**config.mk**
```make
export PLATFORM = sky130hd
export DESIGN_NAME = cmd_deser_win
export DESIGN_NICKNAME = d
export VERILOG_FILES = /design/src/rtl/cmdd_pkg.sv /design/src/rtl/cmdd_seq.sv /design/src/rtl/cmdd_frame.sv /design/src/rtl/cmdd_decode.sv /design/src/rtl/cmd_deser_win.sv
export SDC_FILE = /design/constraint.sdc
export NUM_CORES = 1
export LEC_CHECK = 0
export ABC_AREA = 1
export BUFFER_PORTS_ARGS = -buffer_cell sky130_fd_sc_hd__buf_2
export CAP_MARGIN = 40
export CORE_ASPECT_RATIO = 0.9
export CORE_MARGIN = 2
export CORE_UTILIZATION = 50
export DETAILED_ROUTE_END_ITERATION = 10
export GPL_TIMING_DRIVEN = 0
export PLACE_DENSITY = 0.68
export SLEW_MARGIN = 20
export SYNTH_ARGS = -nofsm -noshare
export SYNTH_HDL_FRONTEND = slang
export SYNTH_SLANG_ARGS = --single-unit
```
**constraint.sdc**
```tcl
create_clock -name clk -period 3.3 [get_ports clk]
set_input_delay 0.165 -clock clk [delete_from_list [all_inputs] [get_ports clk]]
set_output_delay 0.165 -clock clk [all_outputs]
set_load 0.01 [all_outputs]
```
**src/rtl/cmdd_pkg.sv**
```systemverilog
package cmdd_pkg;

  // Number of zero bits below the lowest set bit of a mask (the low address width)
  function automatic int trailing_zeros(input logic [15:0] m);
    int n;
    n = 0;
    for (int i = 0; i < 16; i++) begin
      if (m[i]) break;
      n++;
    end
    return n;
  endfunction

  // Address window test: all bits selected by the mask agree with the base
  function automatic logic addr_hit(input logic [15:0] a, input logic [15:0] base,
                                    input logic [15:0] mask);
    return ((a ^ base) & mask) == 16'h0000;
  endfunction

endpackage

```
**src/rtl/cmdd_seq.sv**
```systemverilog
module cmdd_seq #(
  parameter int TOTAL = 6,
  localparam int IDX_W = $clog2(TOTAL)
) (
  input  logic             clk,
  input  logic             rst,
  input  logic             strobe,
  output logic             byte_valid,
  output logic [IDX_W-1:0] byte_idx,
  output logic             last_byte
);
  logic             busy;
  logic [IDX_W-1:0] next_idx;

  always_ff @(posedge clk) begin
    if (rst) begin
      busy     <= 1'b0;
      next_idx <= '0;
    end else if (strobe) begin
      busy     <= 1'b1;
      next_idx <= IDX_W'(1);
    end else if (busy) begin
      if (next_idx == IDX_W'(TOTAL - 1)) busy <= 1'b0;
      else next_idx <= next_idx + IDX_W'(1);
    end
  end

  always_comb begin
    byte_valid = strobe | busy;
    byte_idx   = strobe ? '0 : next_idx;
    last_byte  = byte_valid && (byte_idx == IDX_W'(TOTAL - 1));
  end

  // After the final byte, only a new strobe opens a byte slot
  assert_frame_closes_R3: assert property (@(posedge clk) disable iff (rst)
    last_byte |=> (byte_valid == strobe));

  // A strobe always restarts at byte 0
  assert_restart_R7: assert property (@(posedge clk) disable iff (rst)
    strobe |-> (byte_idx == '0) && !last_byte);
endmodule

```
**src/rtl/cmdd_frame.sv**
```systemverilog
module cmdd_frame #(
  parameter int TOTAL = 6,
  localparam int IDX_W   = $clog2(TOTAL),
  localparam int FRAME_W = TOTAL * 8
) (
  input  logic               clk,
  input  logic               rst,
  input  logic [7:0]         byte_in,
  input  logic               byte_valid,
  input  logic [IDX_W-1:0]   byte_idx,
  output logic [FRAME_W-1:0] frame_now
);
  logic [FRAME_W-1:0] frame_q;

  always_ff @(posedge clk) begin
    if (rst) frame_q <= '0;
    else if (byte_valid) frame_q[int'(byte_idx)*8 +: 8] <= byte_in;
  end

  // Current view of the frame including the byte on the bus this cycle
  always_comb begin
    frame_now = frame_q;
    if (byte_valid) frame_now[int'(byte_idx)*8 +: 8] = byte_in;
  end
endmodule

```
**src/rtl/cmdd_decode.sv**
```systemverilog
module cmdd_decode #(
  parameter int          FRAME_W = 48,
  parameter int          ADDR_W  = 16,
  parameter int          DATA_W  = 32,
  parameter int          LOW_W   = 3,
  parameter logic [15:0] BASE    = 16'h0160,
  parameter logic [15:0] MASK    = 16'h03F8
) (
  input  logic               clk,
  input  logic               rst,
  input  logic               last_byte,
  input  logic [FRAME_W-1:0] frame_now,
  output logic               wr_en,
  output logic [LOW_W-1:0]   wr_addr,
  output logic [DATA_W-1:0]  wr_data
);
  logic [ADDR_W-1:0] cmd_addr;
  logic [DATA_W-1:0] cmd_data;
  logic              hit;
  logic              accept;

  always_comb begin
    cmd_addr = frame_now[ADDR_W-1:0];
    cmd_data = DATA_W'(frame_now[FRAME_W-1:ADDR_W]);
    hit      = cmdd_pkg::addr_hit(cmd_addr, BASE, MASK);
    accept   = last_byte && hit;
  end

  always_ff @(posedge clk) begin
    if (rst) begin
      wr_en   <= 1'b0;
      wr_addr <= '0;
      wr_data <= '0;
    end else begin
      wr_en <= accept;
      if (accept) begin
        wr_addr <= cmd_addr[LOW_W-1:0];
        wr_data <= cmd_data;
      end
    end
  end

  assert_single_pulse_R5: assert property (@(posedge clk) disable iff (rst)
    wr_en |=> !wr_en);

  assert_write_after_last_R5: assert property (@(posedge clk) disable iff (rst)
    wr_en |-> $past(last_byte));

  assert_reject_R6: assert property (@(posedge clk) disable iff (rst)
    (last_byte && !hit) |=> !wr_en);

  assert_hold_R8: assert property (@(posedge clk) disable iff (rst)
    !wr_en |-> ($stable(wr_data) && $stable(wr_addr)));
endmodule

```
**src/rtl/cmd_deser_win.sv**
```systemverilog
module cmd_deser_win #(
  parameter logic [15:0] BASE_ADDR  = 16'h0160,
  parameter logic [15:0] ADDR_MASK  = 16'h03F8,
  parameter int          DATA_BYTES = 4,
  parameter int          ADDR_LOW_W = cmdd_pkg::trailing_zeros(ADDR_MASK)
) (
  input  logic                  clk,
  input  logic                  rst,
  input  logic [7:0]            cmd_byte,
  input  logic                  cmd_stb,
  output logic                  wr_en,
  output logic [ADDR_LOW_W-1:0] wr_addr,
  output logic [31:0]           wr_data
);
  localparam int ADDR_BYTES = 2;
  localparam int TOTAL      = ADDR_BYTES + DATA_BYTES;
  localparam int IDX_W      = $clog2(TOTAL);
  localparam int FRAME_W    = TOTAL * 8;

  logic               byte_valid;
  logic [IDX_W-1:0]   byte_idx;
  logic               last_byte;
  logic [FRAME_W-1:0] frame_now;

  cmdd_seq #(.TOTAL(TOTAL)) u_seq (
    .clk(clk), .rst(rst), .strobe(cmd_stb),
    .byte_valid(byte_valid), .byte_idx(byte_idx), .last_byte(last_byte)
  );

  cmdd_frame #(.TOTAL(TOTAL)) u_frame (
    .clk(clk), .rst(rst), .byte_in(cmd_byte),
    .byte_valid(byte_valid), .byte_idx(byte_idx), .frame_now(frame_now)
  );

  cmdd_decode #(
    .FRAME_W(FRAME_W), .ADDR_W(8 * ADDR_BYTES), .DATA_W(32),
    .LOW_W(ADDR_LOW_W), .BASE(BASE_ADDR), .MASK(ADDR_MASK)
  ) u_decode (
    .clk(clk), .rst(rst), .last_byte(last_byte), .frame_now(frame_now),
    .wr_en(wr_en), .wr_addr(wr_addr), .wr_data(wr_data)
  );

  // A strobe opens a fresh command, so no write can follow it directly
  assert_abort_R7: assert property (@(posedge clk) disable iff (rst)
    cmd_stb |=> !wr_en);

  // Writes start only from a frame that began with a strobe
  assert_idle_ignored_R3: assert property (@(posedge clk) disable iff (rst)
    (!byte_valid && !cmd_stb) |=> !wr_en);
endmodule

```
==> results of run 1 <==
[logic make-up after synthesis]
family / Yosys count / share of synthesized area [%]
and+or+nand+nor: 260 / 30.8
buffers and inverters: 82 / 9.68
DFF: 82 / 46.7
AOI/OAI and AO/OA: 67 / 9.93
adders and majority gates: 5 / 1.78
muxes: 3 / 0.854
xor gates and xnor gates: 1 / 0.249
[metrics by stage]
| stage | cells | hold WS, ns | instance area (um^2) | util [%] |
|---|---|---|---|---|
| floorplan | 500 | 0.296 | 3520 | - |
| global placement | 635 | 0.457 | 3850 | 57.6 |
| detailed placement | 635 | 0.464 | 3850 | 57.6 |
| CTS | 651 | 0.0909 | 4070 | 60.8 |
| global route | 651 | 0.119 | 4070 | 60.8 |
| finish | 651 | 0.0914 | 4070 | 60.8 |
[cell usage after synthesis, types with 5 or more instances]
library cell	number	area share, %
nand2_1	106	11
nor2_1	97	10
dfxtp_1	82	47
inv_1	55	5.9
nand3_1	38	5.4
a21oi_1	37	5.3
o21ai_0	23	3.3
buf_2	8	1.1
clkbuf_1	8	0.85
nand2_2	8	1.4
ha_1	5	1.8
[area by class of cell]
cell class,count,area [um^2],share of cell area (%)
Buffer,23,119,2.92
Clock inverter,5,60.1,1.48
Timing Repair Buffer,45,225,5.54
Clock buffer,11,151,3.72
Tap cell,90,113,2.77
Sequential cell,82,1640,40.4
Multi-Input combinational cell,336,1530,37.7
Inverter,59,221,5.45
[state kept, by name (all words and copies together), names as in the netlist]
signal,flops
u_decode.wr_data,32
u_seq.next_idx,3
u_seq.busy,1
u_decode.wr_en,1
u_decode.wr_addr,3
u_frame.frame_q,42
[metal layers]
metal	track usage, %	wire, um
met5	0	0
met4	8.41	144
met3	6.41	550
met2	36.4	3860
met1	29.5	3880
[final timing paths]
path | to | slack [ns] | cells after the start
worst max-delay path | u_decode.wr_data[23] | 0.37 | 16
worst min-delay path | u_seq.busy | 0.09 | 3
worst max register to register | u_decode.wr_data[23] | 0.37 | 16
worst min register to register | u_frame.frame_q[6] | 0.48 | 2
[worst min-delay path, delay by kind of cell]
| kind | cells | cell delay [ns] |
|---|---|---|
| AND/OR/NAND/NOR | 2 | 0.13 |
| buffers and inverters | 1 | 0.12 |
[where the power goes]
part           leakage, nW  switching (mW)  internal, mW
registers            0.662         0.00683          1.00
logic                 1.15           0.102        0.0424
clock network        0.106           0.381         0.395
==> flow_summary.toml, run 1 <==
[die]
die_x_um = 92.4
ios = 47
fp.coreArea_um2 = 6690
rows = 28
dieHeight_um = 83.6
initial_core_util_pct = 52.5
dieArea_um2 = 7720

[grt]
grt.total_usage_pct = 22.8
antenna_found_initial = 0
grt_overflow = 0
grt_pass1_wl_um = 13900
first_global_vias = 3030
grt_start_max_net_pins = 15

[synthesis]
synth_area_um2 = 3520
ys_warn_count = 0
synthArstFlopShare_pct = 0
syn-num-nets = 516
ys_seq_elements = 82
synth_edf_count = 0
synth_cell_type_count = 26
ys.flop_type = "dfxtp_1"
ys_seq_area_share_pct = 46.7
synth.avg_cell_area_um2 = 7.03
syn_inst = 500

[cts]
path_clk_slew_ns = 0.08
cts_max_level = 3
cts_buffers = 9
hold_buffers = 0
clock_latency_ns = 0.36
cts_resized = 0
tritoncts = "built"
postCtsSetupBuffers = 0
cts.path.max_buffers = 2
cts.sinks = 82
cts_root_buf = "clkbuf_8"

[critical_path]
cp_slowest_cell = "dfxtp_1"
crit_start = "u_seq.next_idx[0]"
cp_cell_sequence = "nand2_2 -> ha_1 -> ha_1 -> inv_1 -> nand3_1 -> nor2_2 -> nand2_2 -> buf_6 -> nand2_1 -> nand2_1 -> nand2_1 -> nor2_2 -> buf_4 -> nand3_1 -> nand2_1 -> nor2_1"
rr_startpoint = "u_seq.next_idx[0]"
critPathArrivalTime_ns = 3.19
worst_setup_path_end_kind = "flop"
crit_fanout = 10
cp_common_cell = "nand2_1"
cp_top_family = "simple AND/OR/NAND/NOR gates"
critical_path_class = "flop to flop"
crit_buf_inv = 3
required_ns = 3.56
cp_slowest_stage_delay_ns = 0.42
startpoint_type = "flop"

[timing]
max_freq_mhz = 341
setup_violations = 0
fin_worst_skew_ns = 0.00426
fin_crit_ns = 2.93
tightest_slew_ns = 0.544
slew_viol_final = 0
worst_slack_ns = 0.371
tns_ns = 0
min_period_over_period_pct = 88.8
finalHoldViolations = 0
max_slew_margin_pct = 63.7
grt_setup_unrepaired = "false"

[cells_and_area]
final_common_cell = "nand2_1"
fin_nets = 572
area_growth_pct = 15.6
antenna_cells = 0
final_cell_mix = "106 x nand2_1, 97 x nor2_1, 82 x dfxtp_1"
n_fill_cell = 670
layout-drive-gt1-share_pct = 16.2

[route]
wirelength_um = 8440
drc = 0
vias_per_cell = 5.04
wl_per_cell_um = 13.0
via_count = 3280
ant_nets = 0
drt_iter0_markers = 230
drt_pre_antenna_iters = 6

[job]
cap_violations = 0

[placed_design]
gp_congestion = 0.876
pre_cts_slack_ns = 0.467
portBuffers = 45
hpwl_um = 6030

[min_path]
hp-class = "input pin to flop"
hp-start = "cmd_stb"

[power_and_ir_drop]
ir_drop_mv = 0.326
pwr_density_cell_nw_per_um2 = 475
p_leak_nw = 1.92
p_total_mw = 1.93

[status]
status = "complete, no violations"
Power figures use the tool's default switching activity.
==> run 2: changes to the inputs <==
--- a/config.mk
+++ b/config.mk
@@ -6,14 +6,14 @@
 export NUM_CORES = 1
 export LEC_CHECK = 0
 export ABC_AREA = 1
-export BUFFER_PORTS_ARGS = -buffer_cell sky130_fd_sc_hd__buf_2
 export CAP_MARGIN = 40
 export CORE_ASPECT_RATIO = 0.9
 export CORE_MARGIN = 2
 export CORE_UTILIZATION = 50
 export DETAILED_ROUTE_END_ITERATION = 10
+export DONT_BUFFER_PORTS = 1
 export GPL_TIMING_DRIVEN = 0
-export PLACE_DENSITY = 0.68
+export PLACE_DENSITY = 0.62
 export SLEW_MARGIN = 20
 export SYNTH_ARGS = -nofsm -noshare
 export SYNTH_HDL_FRONTEND = slang
==> run 2 against run 1 <==
  * Die area unchanged
  * Critical path depth increased by 2
  * Sequential cell count unchanged
  * Critical endpoint is now u_decode.wr_data[21]
  * Clock-buffer cell count unchanged
  * Largest cell class unchanged
  * Combinational power decreased by 3%
  * Total power decreased by 6.5%
  * First-iteration DRC count decreased by 16%
  * Utilization decreased by 3.5 points
  * Non-clock buffer count decreased by 42
  * Clock power decreased by 15%
==> flow_summary.toml, run 2 (synthesized netlist as in run 1, its figures left out) <==
[critical_path]
worst_setup_path_end_kind = "flop"
required_ns = 3.55
cp_common_cell = "nand2_1"
startpoint_type = "input pin"
critical_path_class = "input pin to flop"
cp_cell_sequence = "dlygate4sd3_1 -> inv_2 -> nand2_2 -> ha_1 -> ha_1 -> inv_1 -> nand3_1 -> nor2_2 -> nand2_2 -> buf_6 -> nand2_1 -> nand2_1 -> nand2_1 -> nor2_2 -> buf_4 -> nand3_1 -> nand2_1 -> nor2_1"
cp_slowest_stage_delay_ns = 0.57
cp_slowest_cell = "dlygate4sd3_1"
critPathArrivalTime_ns = 3.23
crit_fanout = 10

[die]
rows = 28
dieHeight_um = 83.6
ios = 47
die_x_um = 92.4
dieArea_um2 = 7720
initial_core_util_pct = 52.5
fp.coreArea_um2 = 6690

[placed_design]
gp_congestion = 0.871
placed_area_um2 = 3630
hpwl_um = 5980
portBuffers = 0

[power_and_ir_drop]
pwr_density_cell_nw_per_um2 = 471
switchingPower_mw = 0.484
ir_drop_mv = 0.235
p_seq_share_pct = 56.0
pwr-share-comb_pct = 7.7
p_leak_nw = 1.66
switching_share_pct = 26.8
internal_power_mw = 1.32
clkPwrFrac_pct = 36.4

[cts]
cts.sinks = 82
cts_buffers = 9
cts_root_buf = "clkbuf_8"
cts.path.max_buffers = 2
cts_max_level = 3
path_clk_slew_ns = 0.09
clock_latency_ns = 0.36
tritoncts = "built"

[route]
drt_iter0_markers = 193
vias_per_cell = 5.04
wirelength_um = 8480
wl_per_cell_um = 13.9
drc = 0
ant_nets = 0
via_count = 3068
drt_pre_antenna_iters = 4

[timing]
min_period_over_period_pct = 90.2
tightest_slew_ns = 0.567
slew_viol_final = 0
holdWs_ns = 0.0205
fin_crit_ns = 2.98
finalHoldViolations = 0
grt_setup_unrepaired = "false"
max_freq_mhz = 336
tns_ns = 0
fin_worst_skew_ns = 0.00744
max_slew_margin_pct = 62.2
setup_violations = 0

[grt]
grt_overflow = 0
first_global_vias = 2796
grt_pass1_wl_um = 13600
grt.total_usage_pct = 22.8
antenna_found_initial = 0
grt_start_max_net_pins = 15

[job]
cap_violations = 0

[cells_and_area]
largest_register = "u_frame.frame_q"
final_common_cell = "nand2_1"
layout-drive-gt1-share_pct = 8.48
largest_register_ffs = 42
final_area_um2 = 3830
reg_top3 = "u_frame.frame_q (42), u_decode.wr_data (32)"
n_fill_cell = 706
antenna_cells = 0
final_cell_mix = "106 x nand2_1, 97 x nor2_1, 82 x dfxtp_1"
fin_nets = 530
area_growth_pct = 8.90
final_util_pct = 57.2

[status]
status = "complete, no violations"

[min_path]
hp-class = "input pin to flop"
-- run 2: changes by cell type in the layout (fill, tap and decap cells not counted) --
cell           change
clkinvlp_4         +3
clkbuf_1           +2
buf_2             -45
inv_6              -1
clkbuf_8           -2
clkinv_2           -1
dlygate4sd3_1      +3
bufinv_16          -1
-- run 2: final cells by class --
| class | count | area [um^2] | share of cell area (%) |
|---|---|---|---|
| timing repair buffer | 3 | 30.0 | 0.784 |
| tap | 90 | 113 | 2.94 |
| inverter | 59 | 221 | 5.78 |
| multi-input combinational | 336 | 1530 | 40.1 |
| sequential | 82 | 1640 | 42.9 |
| buffer | 23 | 119 | 3.10 |
| clock inverter | 5 | 38.8 | 1.01 |
| clock buffer | 11 | 131 | 3.43 |
-- run 2: worst max-delay path, delay by kind of cell --
kind,cells,cell delay [ns]
adders and majority gates,2,0.60
buffers and inverters,5,1.18
and+or+nand+nor,11,1.27
-- run 2: stage by stage --
| stage | std cells | worst slack [ns] | power, mW |
|---|---|---|---|
| 6_report | 609 | 0.322 | 1.80 |
| 5_1_grt | 609 | 0.0508 | 1.88 |
| 4_1_cts | 609 | 0.413 | 1.82 |
| 3_5_place_dp | 590 | 0.464 | 1.17 |
| 3_3_place_gp | 590 | 0.467 | 1.16 |
| 2_1_floorplan | 500 | 0.921 | 1.14 |
-- run 2: final timing paths --
| check | start | endpoint | slack [ns] | cells after the start |
|---|---|---|---|---|
| hold reg to reg | u_frame.frame_q[5] | u_frame.frame_q[5] | 0.48 | 2 |
| setup reg to reg | u_seq.next_idx[0] | u_decode.wr_data[21] | 0.36 | 16 |
| setup / recovery | cmd_stb | u_decode.wr_data[21] | 0.32 | 18 |
| hold / removal | cmd_byte[5] | u_frame.frame_q[21] | 0.02 | 2 |
-- run 2: power groups by stage --
stage	Clock (mW)	Combinational (mW)	Sequential, mW
after floorplan	0	0.103	1.03
after global placement	0	0.131	1.03
after detailed placement	0	0.133	1.03
after CTS	0.669	0.138	1.01
after global routing	0.715	0.156	1.01
final	0.656	0.139	1.01
-- run 2: per-layer routing --
| metal | up-vias | global-route usage [%] | wire length [um] |
|---|---|---|---|
| met2 | 78 | 35.0 | 3690 |
| met5 | - | 0 | 0 |
| li1 | 1577 | - | - |
| met3 | 18 | 7.14 | 506 |
| met4 | 0 | 6.51 | 178 |
| met1 | 1395 | 30.9 | 4110 |
-- run 2: timing repair --
item	CTS	global route
resized for setup	0	0
buffers inserted	0	0
hold buffers	3	0
endpoints found under the hold margin	8	0
==> run 3: changes to the inputs <==
--- a/config.mk
+++ b/config.mk
@@ -10,6 +10,7 @@
 export CORE_ASPECT_RATIO = 0.9
 export CORE_MARGIN = 2
 export CORE_UTILIZATION = 50
+export CTS_BUF_LIST = sky130_fd_sc_hd__clkbuf_4
 export DETAILED_ROUTE_END_ITERATION = 10
 export DONT_BUFFER_PORTS = 1
 export GPL_TIMING_DRIVEN = 0
==> run 3 against run 2 <==
  * Clock power is 18% lower
  * Critical path depth is 2 lower
  * Sequential power hardly changed
  * Highest routed layer unchanged
  * Wire length is 0.29% higher
  * Fmax is 3.5% higher
  * Hold slack better by 0.022 ns
  * First-iteration DRC count is 5.2% lower
  * Sequential cell count stayed put
  * Register-to-register slack better by 0.06 ns
  * Non-clock buffer count is 6 higher
  * Clock-buffer cell count stayed put
==> flow_summary.toml, run 3 (synthesized netlist as in run 1, its figures left out) <==
[status]
status = "complete, no violations"

[timing]
fin_worst_skew_ns = 0.0163
worst_slack_ns = 0.422
min_period_over_period_pct = 87.2
tightest_slew_ns = 0.569
max_slew_margin_pct = 62.1
fin_crit_ns = 2.88
setup_violations = 0
finalHoldViolations = 0
grt_setup_unrepaired = "false"
slew_viol_final = 0
max_freq_mhz = 347
tns_ns = 0

[route]
met3_length_um = 593
wl_met2_um = 3850
via_count = 3060
top_layer_used = "met4"
drt_iter0_markers = 183
drc = 0
wirelength_um = 8510
ant_nets = 0
drt_pre_antenna_iters = 4
m1WireLength_um = 3960
vias_per_cell = 4.97
wl_per_cell_um = 13.8

[cts]
clock_latency_ns = 0.44
tritoncts = "built"
cts_buffers = 9
path_clk_slew_ns = 0.14
cts_root_buf = "clkbuf_4"
postCtsSetupBuffers = 0
cts.path.max_buffers = 2
cts.sinks = 82
cts_max_level = 3

[grt]
grt_start_max_net_pins = 15
grt_overflow = 0
grt_pass1_wl_um = 13700
first_global_vias = 2809
antenna_found_initial = 1
grt.total_usage_pct = 22.8

[cells_and_area]
area_growth_pct = 9.29
largest_register = "u_frame.frame_q"
final_cells = 616
reg_top3 = "u_frame.frame_q (42), u_decode.wr_data (32)"
final_common_cell = "nand2_1"
fin_nets = 536
largest_register_ffs = 42
layout-drive-gt1-share_pct = 8.76
multiInputGateArea_um2 = 1530
seq_area_um2 = 1640
n_fill_cell = 704
final_cell_mix = "106 x nand2_1, 97 x nor2_1, 82 x dfxtp_1"

[die]
fp.coreArea_um2 = 6690
dieArea_um2 = 7720
initial_core_util_pct = 52.5
rows = 28
die_x_um = 92.4
dieHeight_um = 83.6
ios = 47

[power_and_ir_drop]
pwr_density_cell_nw_per_um2 = 441
p_total_mw = 1.69
p_leak_nw = 1.67
ir_drop_mv = 0.339

[critical_path]
cp_slowest_cell = "dfxtp_1"
cp_cell_sequence = "nand2_2 -> ha_1 -> ha_1 -> inv_1 -> nand3_1 -> nor2_2 -> nand2_2 -> buf_6 -> nand2_1 -> nand2_1 -> nand2_1 -> nor2_2 -> buf_4 -> nand3_1 -> nand2_1 -> nor2_1"
cp_top_family = "simple AND/OR/NAND/NOR gates"
critPathArrivalTime_ns = 3.21
crit_fanout = 10
startpoint_type = "flop"
required_ns = 3.63
cp_common_cell = "nand2_1"
crit_buf_inv = 3
worst_setup_path_end_kind = "flop"
cp_slowest_stage_delay_ns = 0.45
ff2ff_setup_slack_ns = 0.42
critical_path_class = "flop to flop"

[placed_design]
hpwl_um = 5980
dp_cells = 590
portBuffers = 0
gp_congestion = 0.871
pre_cts_slack_ns = 0.464

[job]
cap_violations = 0

[min_path]
hp-class = "input pin to flop"
==> run 3: power by group <==
group	internal [mW]	leakage, nW	switching, mW
clock network	0.174	0.0557	0.363
registers	1.00	0.662	0.00685
logic	0.0459	0.951	0.0997
==> run 3: path summary, 6_finish.rpt <==
| check | start | endpoint | cells after the start |
|---|---|---|---|
| worst max register to register | u_seq.next_idx[0] | u_decode.wr_data[22] | 16 |
| worst max-delay path | u_seq.next_idx[0] | u_decode.wr_data[22] | 16 |
| worst min-delay path | cmd_byte[7] | u_frame.frame_q[7] | 4 |
| worst min register to register | u_frame.frame_q[5] | u_frame.frame_q[5] | 2 |
==> run 3: layout make-up <==
cell class                 count  area share [%]
clock buffer                  11            2.15
timing repair buffer           9            2.34
clock inverter                 5            1.01
sequential                    82            42.7
buffer                        23            3.09
multi-input combinational    336            39.9
antenna                        1          0.0651
tap                           90            2.93
inverter                      59            5.76
==> run 3: through the flow <==
stage | hold slack (ns) | utilization (%) | instance area [um^2]
2_1_floorplan | 0.296 | - | 3520
3_3_place_gp | 0.308 | 54.2 | 3630
3_5_place_dp | 0.317 | 54.2 | 3630
4_1_cts | 0.0215 | 57.4 | 3840
5_1_grt | 0.0407 | 57.4 | 3840
6_report | 0.0427 | 57.4 | 3840
==> run 3: tightest hold or removal path, cell delays in order <==
cell     delay (ns)
inv_1          0.06
nand3_1        0.08
nand2_1        0.06
nor2_1         0.07
==> run 3: what timing repair did <==
| action | in CTS | in global routing |
|---|---|---|
| endpoints found under the hold margin | 25 | 0 |
| hold buffers | 9 | 0 |
| resized for setup | 0 | 0 |
==> run 3: routing by layer <==
metal	global-route usage, %	vias to the layer above
li1	-	1591
met1	30.0	1395
met2	35.8	66
met3	8.13	8
met4	5.83	0
met5	0	-
